==> src/rtl/tdl_pkg.sv <==
package tdl_pkg;

    localparam int unsigned CODE_W = 4;
    localparam int unsigned NCODES = 1 << CODE_W;

    typedef logic [CODE_W-1:0] code_t;

    typedef struct packed {
        code_t code;
        logic  en;
    } prog_t;

    typedef enum logic {
        SRC_ENABLE = 1'b0,
        SRC_PIN    = 1'b1
    } settle_src_e;

    function automatic int unsigned line_depth(input int unsigned base, input int unsigned step);
        return base + (NCODES - 1) * step;
    endfunction

    function automatic int unsigned width_for(input int unsigned n);
        return (n < 2) ? 1 : $clog2(n + 1);
    endfunction

endpackage

==> src/rtl/tdl_shift.sv <==
module tdl_shift #(
    parameter int unsigned DEPTH = 54
) (
    input  logic             clk,
    input  logic             rst,
    input  logic             din,
    output logic [DEPTH-1:0] taps
);
    always_ff @(posedge clk) begin
        if (rst) taps[0] <= 1'b0;
        else     taps[0] <= din;
    end

    for (genvar i = 1; i < DEPTH; i++) begin : g_stage
        always_ff @(posedge clk) begin
            if (rst) taps[i] <= 1'b0;
            else     taps[i] <= taps[i-1];
        end
    end
endmodule

==> src/rtl/tdl_prog.sv <==
module tdl_prog
    import tdl_pkg::*;
#(
    parameter int unsigned SETTLE_EN_CYC  = 15,
    parameter int unsigned SETTLE_PIN_CYC = 10
) (
    input  logic  clk,
    input  logic  rst,
    input  prog_t prog,
    output code_t code_q,
    output logic  valid
);
    localparam int unsigned CW = width_for(SETTLE_EN_CYC > SETTLE_PIN_CYC ? SETTLE_EN_CYC : SETTLE_PIN_CYC);

    logic          en_d;
    logic [CW-1:0] cnt;
    logic          change;
    settle_src_e   src;

    assign change = prog.en && (prog.code != code_q);
    assign src    = en_d ? SRC_PIN : SRC_ENABLE;

    always_ff @(posedge clk) begin
        if (rst) begin
            en_d   <= 1'b0;
            code_q <= '0;
            cnt    <= CW'(SETTLE_EN_CYC);
        end else begin
            en_d <= prog.en;
            if (change) begin
                code_q <= prog.code;
                cnt    <= (src == SRC_PIN) ? CW'(SETTLE_PIN_CYC) : CW'(SETTLE_EN_CYC);
            end else if (cnt != '0) begin
                cnt <= cnt - 1'b1;
            end
        end
    end

    assign valid = (cnt == '0);
endmodule

==> src/rtl/tdl_tap.sv <==
module tdl_tap
    import tdl_pkg::*;
#(
    parameter int unsigned BASE  = 9,
    parameter int unsigned STEP  = 3,
    parameter int unsigned DEPTH = 54
) (
    input  logic             clk,
    input  logic             rst,
    input  logic [DEPTH-1:0] taps,
    input  code_t            code,
    input  logic             valid,
    output logic             dout
);
    localparam int unsigned IW = width_for(DEPTH);

    logic [IW-1:0] sel;
    logic          tap_val;
    logic          held_q;

    assign sel     = IW'(BASE - 1) + IW'(code) * IW'(STEP);
    assign tap_val = taps[sel];
    assign dout    = valid ? tap_val : held_q;

    always_ff @(posedge clk) begin
        if (rst) held_q <= 1'b0;
        else     held_q <= dout;
    end
endmodule

==> src/rtl/dual_tap_delay.sv <==
module dual_tap_delay
    import tdl_pkg::*;
#(
    parameter int unsigned STEP_CYC       = 3,
    parameter int unsigned BASE_STEPS     = 3,
    parameter int unsigned SETTLE_EN_CYC  = 15,
    parameter int unsigned SETTLE_PIN_CYC = 10
) (
    input  logic       clk,
    input  logic       rst,
    input  logic       din,
    input  logic [3:0] code_a,
    input  logic       en_a,
    input  logic [3:0] code_b,
    input  logic       en_b,
    output logic       dout_a,
    output logic       valid_a,
    output logic       dout_b,
    output logic       valid_b
);
    localparam int unsigned BASE  = BASE_STEPS * STEP_CYC;
    localparam int unsigned DEPTH = line_depth(BASE, STEP_CYC);
    localparam int unsigned NCH   = 2;

    logic [DEPTH-1:0] taps;
    prog_t            prog  [NCH];
    code_t            code_q[NCH];
    logic             vld   [NCH];
    logic             dq    [NCH];

    assign prog[0] = '{code: code_a, en: en_a};
    assign prog[1] = '{code: code_b, en: en_b};

    tdl_shift #(.DEPTH(DEPTH)) i_line (
        .clk (clk),
        .rst (rst),
        .din (din),
        .taps(taps)
    );

    for (genvar c = 0; c < NCH; c++) begin : g_ch
        tdl_prog #(
            .SETTLE_EN_CYC (SETTLE_EN_CYC),
            .SETTLE_PIN_CYC(SETTLE_PIN_CYC)
        ) i_prog (
            .clk   (clk),
            .rst   (rst),
            .prog  (prog[c]),
            .code_q(code_q[c]),
            .valid (vld[c])
        );

        tdl_tap #(
            .BASE (BASE),
            .STEP (STEP_CYC),
            .DEPTH(DEPTH)
        ) i_tap (
            .clk  (clk),
            .rst  (rst),
            .taps (taps),
            .code (code_q[c]),
            .valid(vld[c]),
            .dout (dq[c])
        );
    end

    assign dout_a  = dq[0];
    assign valid_a = vld[0];
    assign dout_b  = dq[1];
    assign valid_b = vld[1];
endmodule

==> config.mk <==
export PLATFORM = sky130hd
export DESIGN_NAME = dual_tap_delay
export DESIGN_NICKNAME = d
export VERILOG_FILES = /design/src/rtl/tdl_pkg.sv /design/src/rtl/tdl_shift.sv /design/src/rtl/tdl_prog.sv /design/src/rtl/tdl_tap.sv /design/src/rtl/dual_tap_delay.sv
export SDC_FILE = /design/constraint.sdc
export NUM_CORES = 1
export LEC_CHECK = 0
export BUFFER_PORTS_ARGS = -buffer_cell sky130_fd_sc_hd__buf_2
export CORE_AREA = 2 2 91 93
export DETAILED_ROUTE_END_ITERATION = 8
export DIE_AREA = 0 0 93 95
export PLACE_DENSITY = 0.66
export SLEW_MARGIN = 25
export SYNTH_ARGS = -nofsm -noshare
export SYNTH_HDL_FRONTEND = slang
export SYNTH_SLANG_ARGS = --single-unit
==> constraint.sdc <==
create_clock -name clk -period 2.65 [get_ports clk]
set_input_delay 0.3975 -clock clk [delete_from_list [all_inputs] [get_ports clk]]
set_output_delay 0.3975 -clock clk [all_outputs]
set_load 0.03 [all_outputs]
Yosys cells after proc, flatten, opt, wreduce, memory -nomap -nowiden
Index checks and enable logic that the tools add are counted.
{"block": "totals", "ff_bits": 74}
{"block": "op_classes", "addsub": 4, "multipliers": 2, "mux": 14, "n_lt_le_gt_ge": 2, "n_reduce_logical": 8, "n_eq_ne": 2}
{"cell": "4-bit two-way mux", "n": 4}
{"cell": "6-bit by 7-bit less-than comparator with 1-bit output, second input constant", "n": 2}
{"cell": "4-bit by 6-bit adder with 6-bit output, first input constant", "n": 2}
{"cell": "1-bit binary-select mux with 6-bit select", "n": 2}
{"cell": "4-bit by 2-bit multiplier with 6-bit output, second input constant", "n": 2}
{"cell": "4-bit logical NOT", "n": 2}
{"cell": "4-bit != test", "n": 2}
{"cell": "4-bit nonzero test", "n": 2}
{"cell": "4-bit by 1-bit subtractor with 4-bit output, second input constant", "n": 2}
{"cell": "1-bit two-way mux", "n": 6}
{"cell": "3-bit two-way mux", "n": 2}
{"cell": "2-bit nonzero test", "n": 2}
{"cell": "1-bit logical AND", "n": 2}

Longest topological paths before layout
{"block": "depth", "word_depth": 5, "ltp_mapped": 10, "depth_no_buf": 10}

By module
From an unflattened synthesis, not the netlist that was laid out.
{"block": "unflattened", "cells_unflattened": 305, "area_unflattened_um2": 3678.5}
{"module": "tdl_shift", "area_per_inst_um2": 1443.9, "seq_area_each_um2": 1081.0, "cells_per_inst": 113, "instances": 1}
{"module": "tdl_tap", "area_per_inst_um2": 688.2, "seq_area_each_um2": 20.0, "cells_per_inst": 53, "instances": 2}
{"module": "tdl_prog", "area_per_inst_um2": 429.2, "seq_area_each_um2": 180.2, "cells_per_inst": 43, "instances": 2}

Worst setup path after synthesis
OpenSTA, ideal clock, no wires.
{"block": "synth_path", "path_type": "reg-to-output", "startpoint": "register g_ch[0].i_prog.code_q[2]", "endpoint": "output dout_a", "arrival_ns": 2.509, "path_stages_with_launch": 9, "required_ns": 2.253, "path_buffers": 0, "slack_ns": -0.256, "cell_sequence": "dfxtp_1 -> ha_1 -> ha_1 -> fa_1 -> xnor2_1 -> o41ai_1 -> o41ai_1 -> nor3_1 -> nor2_1"}
{"block": "synth_between", "elab_chain_len": 5}
{"item": "from (decl)", "line": "tdl_prog.sv:10", "text": "output code_t code_q,"}
{"item": "from (signal assigned)", "line": "tdl_prog.sv:31", "text": "code_q <= prog.code;"}
{"item": "4-bit by 2-bit multiplier with 6-bit output", "line": "tdl_tap.sv:21", "text": "assign sel = IW'(BASE - 1) + IW'(code) * IW'(STEP);"}
{"item": "4-bit by 6-bit adder with 6-bit output", "line": "tdl_tap.sv:21"}
{"item": "1-bit binary-select mux with 6-bit select", "line": "tdl_tap.sv:22", "text": "assign tap_val = taps[sel];"}
{"item": "1-bit two-way mux (implied by the code)", "line": "tdl_tap.sv:22"}
{"item": "1-bit two-way mux", "line": "tdl_tap.sv:23", "text": "assign dout = valid ? tap_val : held_q;"}
{"item": "to (decl)", "line": "dual_tap_delay.sv:16", "text": "output logic dout_a,"}
No other way between the ends. The select of a mux whose other input is x is not followed.

Worst setup path after layout
{"block": "layout_path", "startpoint": "register g_ch[0].i_prog.code_q[1]", "endpoint": "output dout_a"}
The elaborated chain is that of the path after synthesis.

==> reports/metrics.cfg <==
[layout]
layout-drive-gt1-share_pct=32.3
num_antenna_cells=0
finish.net_count=400
syn_to_final_growth_pct=23.4

[worst_setup_path]
required_ns=2.25
cp_cell_sequence=ha_4 -> ha_4 -> buf_4 -> nor2b_1 -> a2111oi_2 -> o41ai_4 -> nor3_2 -> nor2_2 -> buf_6
critical_path_class=flip-flop to output port
crit_slowest_cell=a2111oi_2
worstSetupStartpointType=flip-flop
rr_startpoint=g_ch[0].i_prog.code_q[1]
slowest_delay_ns=0.54
path_max_fanout=8
r2r_slack_ns=-0.02
arrival_ns=2.73
cpLargestDelayFamily=compound AO/OA/AOI/OAI gates
rr_endpoint=g_ch[0].i_tap.held_q
crit_buf_inv=2
path_common_cell=ha_4
rr_worst_depth=11
cp-end-kind=output port

[sta]
fmax_ghz=0.319
tightest_slew_ns=0.529
worst_slack_ns=-0.480
slew-limit-headroom_pct=64.7
finalSetupTns_ns=-0.809
hold_viol_final=0
rsz0062_at_grt=yes
period_share_pct=118
period_minus_slack_ns=3.13
hold-worst-slack_ns=0.258
slew_viol_final=0
skew_ns=0.00976
setup_violations=3

[pwr]
clockPowerShare_pct=37.5
total_power_w=0.00245
internal-power_w=0.00184
pwr-share-seq_pct=46.8
power.density_nw_per_um2=543
swShare_pct=24.7
combPwrFrac_pct=15.7
switching_power_w=0.000604
peakVddDrop_v=0.000282
cellLeakagePower_nw=1.77

[clocking]
cts_made_buffers=9
insertion_delay_ns=0.35
cts_sinks=74
cts.clk_slew.worst_paths_ns=0.07
cts_tree=yes
clockBufferDepth=2
ctsRootBufferMaster=clkbuf_8
hold_buffers=0
htreeDepth=3

[synthesis]
synth_fp_nets=362
ys_warn_count=0
ys_types=41
async_flop_share_pct=0
synthCells=333
ys_seq_area_share_pct=40.6
synth_enable_flop_cells=0
synth_area_um2=3650
synthFlopType=dfxtp_1
avgSynthCellArea_um2=11.0
ys_seq_elements=74

[global_route]
track_usage_pct=18.8
grt_pass1_vias=2635
grt_pass1_wl_mm=12.7
antenna_found_initial=0
gr-total-overflow=0
grt_start_max_net_pins=47

[detailed_routing]
drc=0
routed_via_density=5.24
dr.first_iter.drc_count=108
first_pass_iters=4
wire_per_inst_um=15.8
antenna_left=0
num_vias=2515
wl_mm=7.59

[worst_hold_path]
hp-start=din
hold_path.class=input pin to flip-flop
min_path_cells=2
min_to=i_line.taps[0]

[outcome]
violations=negative setup slack
outcome=finished with violations

[die]
initial_core_util_pct=46.1
io_pins=17
placementRows=33
design.core.area_um2=7930
die-width_um=93
dieArea_um2=8840
die_h_um=95

[job]
maxCapViolCount=0

[place]
gp_congestion=0.804
hpwlAfterDp_mm=5.05
port_buffers=16

## power by group through the flow
stage	Sequential (W)	Clock (W)	Combinational, W
after global routing	0.00115	0.00100	0.000415
after CTS	0.00114	0.000946	0.000363
after detailed placement	0.00117	0	0.000327
final	0.00114	0.000918	0.000383
after floorplan	0.00117	0	0.000235
after global placement	0.00117	0	0.000319
## synth_stat cells (5+ instances only)
master / count / share of area (%)
dfxtp_1: 74 / 41
nor2b_1: 61 / 10
mux2i_1: 31 / 8.5
mux4_2: 19 / 12
nor2_1: 17 / 1.7
ha_1: 14 / 4.8
inv_1: 13 / 1.3
nand2_1: 12 / 1.2
clkbuf_1: 11 / 1.1
xor2_1: 10 / 2.4
nor3_1: 6 / 0.82
buf_2: 5 / 0.69
nand3b_1: 5 / 1.0
## registers in the layout (all words and copies together) (netlist names)
| signal | cells |
|---|---|
| i_line.taps | 54 |
| g_ch.i_prog.cnt | 8 |
| g_ch.i_prog.code_q | 8 |
| g_ch.i_prog.en_d | 2 |
| g_ch.i_tap.held_q | 2 |
## worst max-delay path by stage
| stage | startpoint | slack (ns) | endpoint | cells after the start |
|---|---|---|---|---|
| after floorplan | g_ch[0].i_prog.code_q[1] | -0.02 | dout_a | 9 |
| after global placement | g_ch[1].i_prog.code_q[2] | -0.18 | dout_b | 10 |
| after detailed placement | g_ch[0].i_prog.code_q[1] | -0.22 | dout_a | 10 |
| after CTS | g_ch[0].i_prog.code_q[1] | -0.37 | dout_a | 9 |
| after global routing | g_ch[0].i_prog.code_q[2] | -0.55 | dout_a | 10 |
| final | g_ch[0].i_prog.code_q[1] | -0.48 | dout_a | 9 |
## metal layers
metal	part of all wire (%)	track usage, %
met1	47	23.6
met2	49	31.9
met3	2.5	3.59
met4	1.7	7.72
met5	0	0
## logic make-up (layout without fill, tap and decap cells)
| group | Yosys count | in the layout | share of synthesized area (%) |
|---|---|---|---|
| xor gates and xnor gates | 14 | 14 | 3.36 |
| DFF | 74 | 74 | 40.6 |
| muxes | 55 | 55 | 22.2 |
| AOI/OAI and AO/OA | 24 | 24 | 5.79 |
| adders and majority gates | 16 | 16 | 5.89 |
| and+or+nand+nor | 116 | 116 | 17.8 |
| buffers and inverters | 34 | 76 | 4.38 |
## timing repair
action / CTS / global route
gates resized for setup: 38 / 13
pin swaps: 14 / 11
setup endpoints to repair: 2 / 3
setup buffers: 1 / 4
cloned: 0 / 0
## cells in the final DEF (no fill, tap or decap), drive strengths merged, types with 2 or more instances in the layout
cell type	count
nor3b	4
dfxtp	74
buf	48
a2111oi	2
nand3	4
mux2	4
xor2	10
a211o	2
mux2i	31
o22ai	4
xnor2	4
nor2	17
ha	14
nand2	12
a211oi	2
mux4	20
o41ai	4
or3	2
nand3b	5
nor3	6
nand2b	2
clkbuf	12
bufinv	2
inv	13
fa	2
or2	2
a21oi	4
nor2b	61
## layout make-up
| class | instances | area [µm²] |
|---|---|---|
| clock buffers | 12 | 135 |
| clock inverters | 3 | 65.1 |
| fillers | 682 | 3420 |
| inverters | 13 | 51.3 |
| multi-input cells | 225 | 2260 |
| flip-flops and latches | 74 | 1500 |
| well taps | 105 | 131 |
| repair buffers | 48 | 362 |
## through the flow
stage	cell area (µm²)	instances	util [%]	setup slack (ns)
after global placement	4000	460	50.5	-0.177
final	4510	480	56.8	-0.480
after detailed placement	4000	460	50.5	-0.223
after CTS	4420	476	55.8	-0.371
after global routing	4510	480	56.8	-0.546
after floorplan	3690	333	-	-0.0235
(Power assumes the default switching activity.)
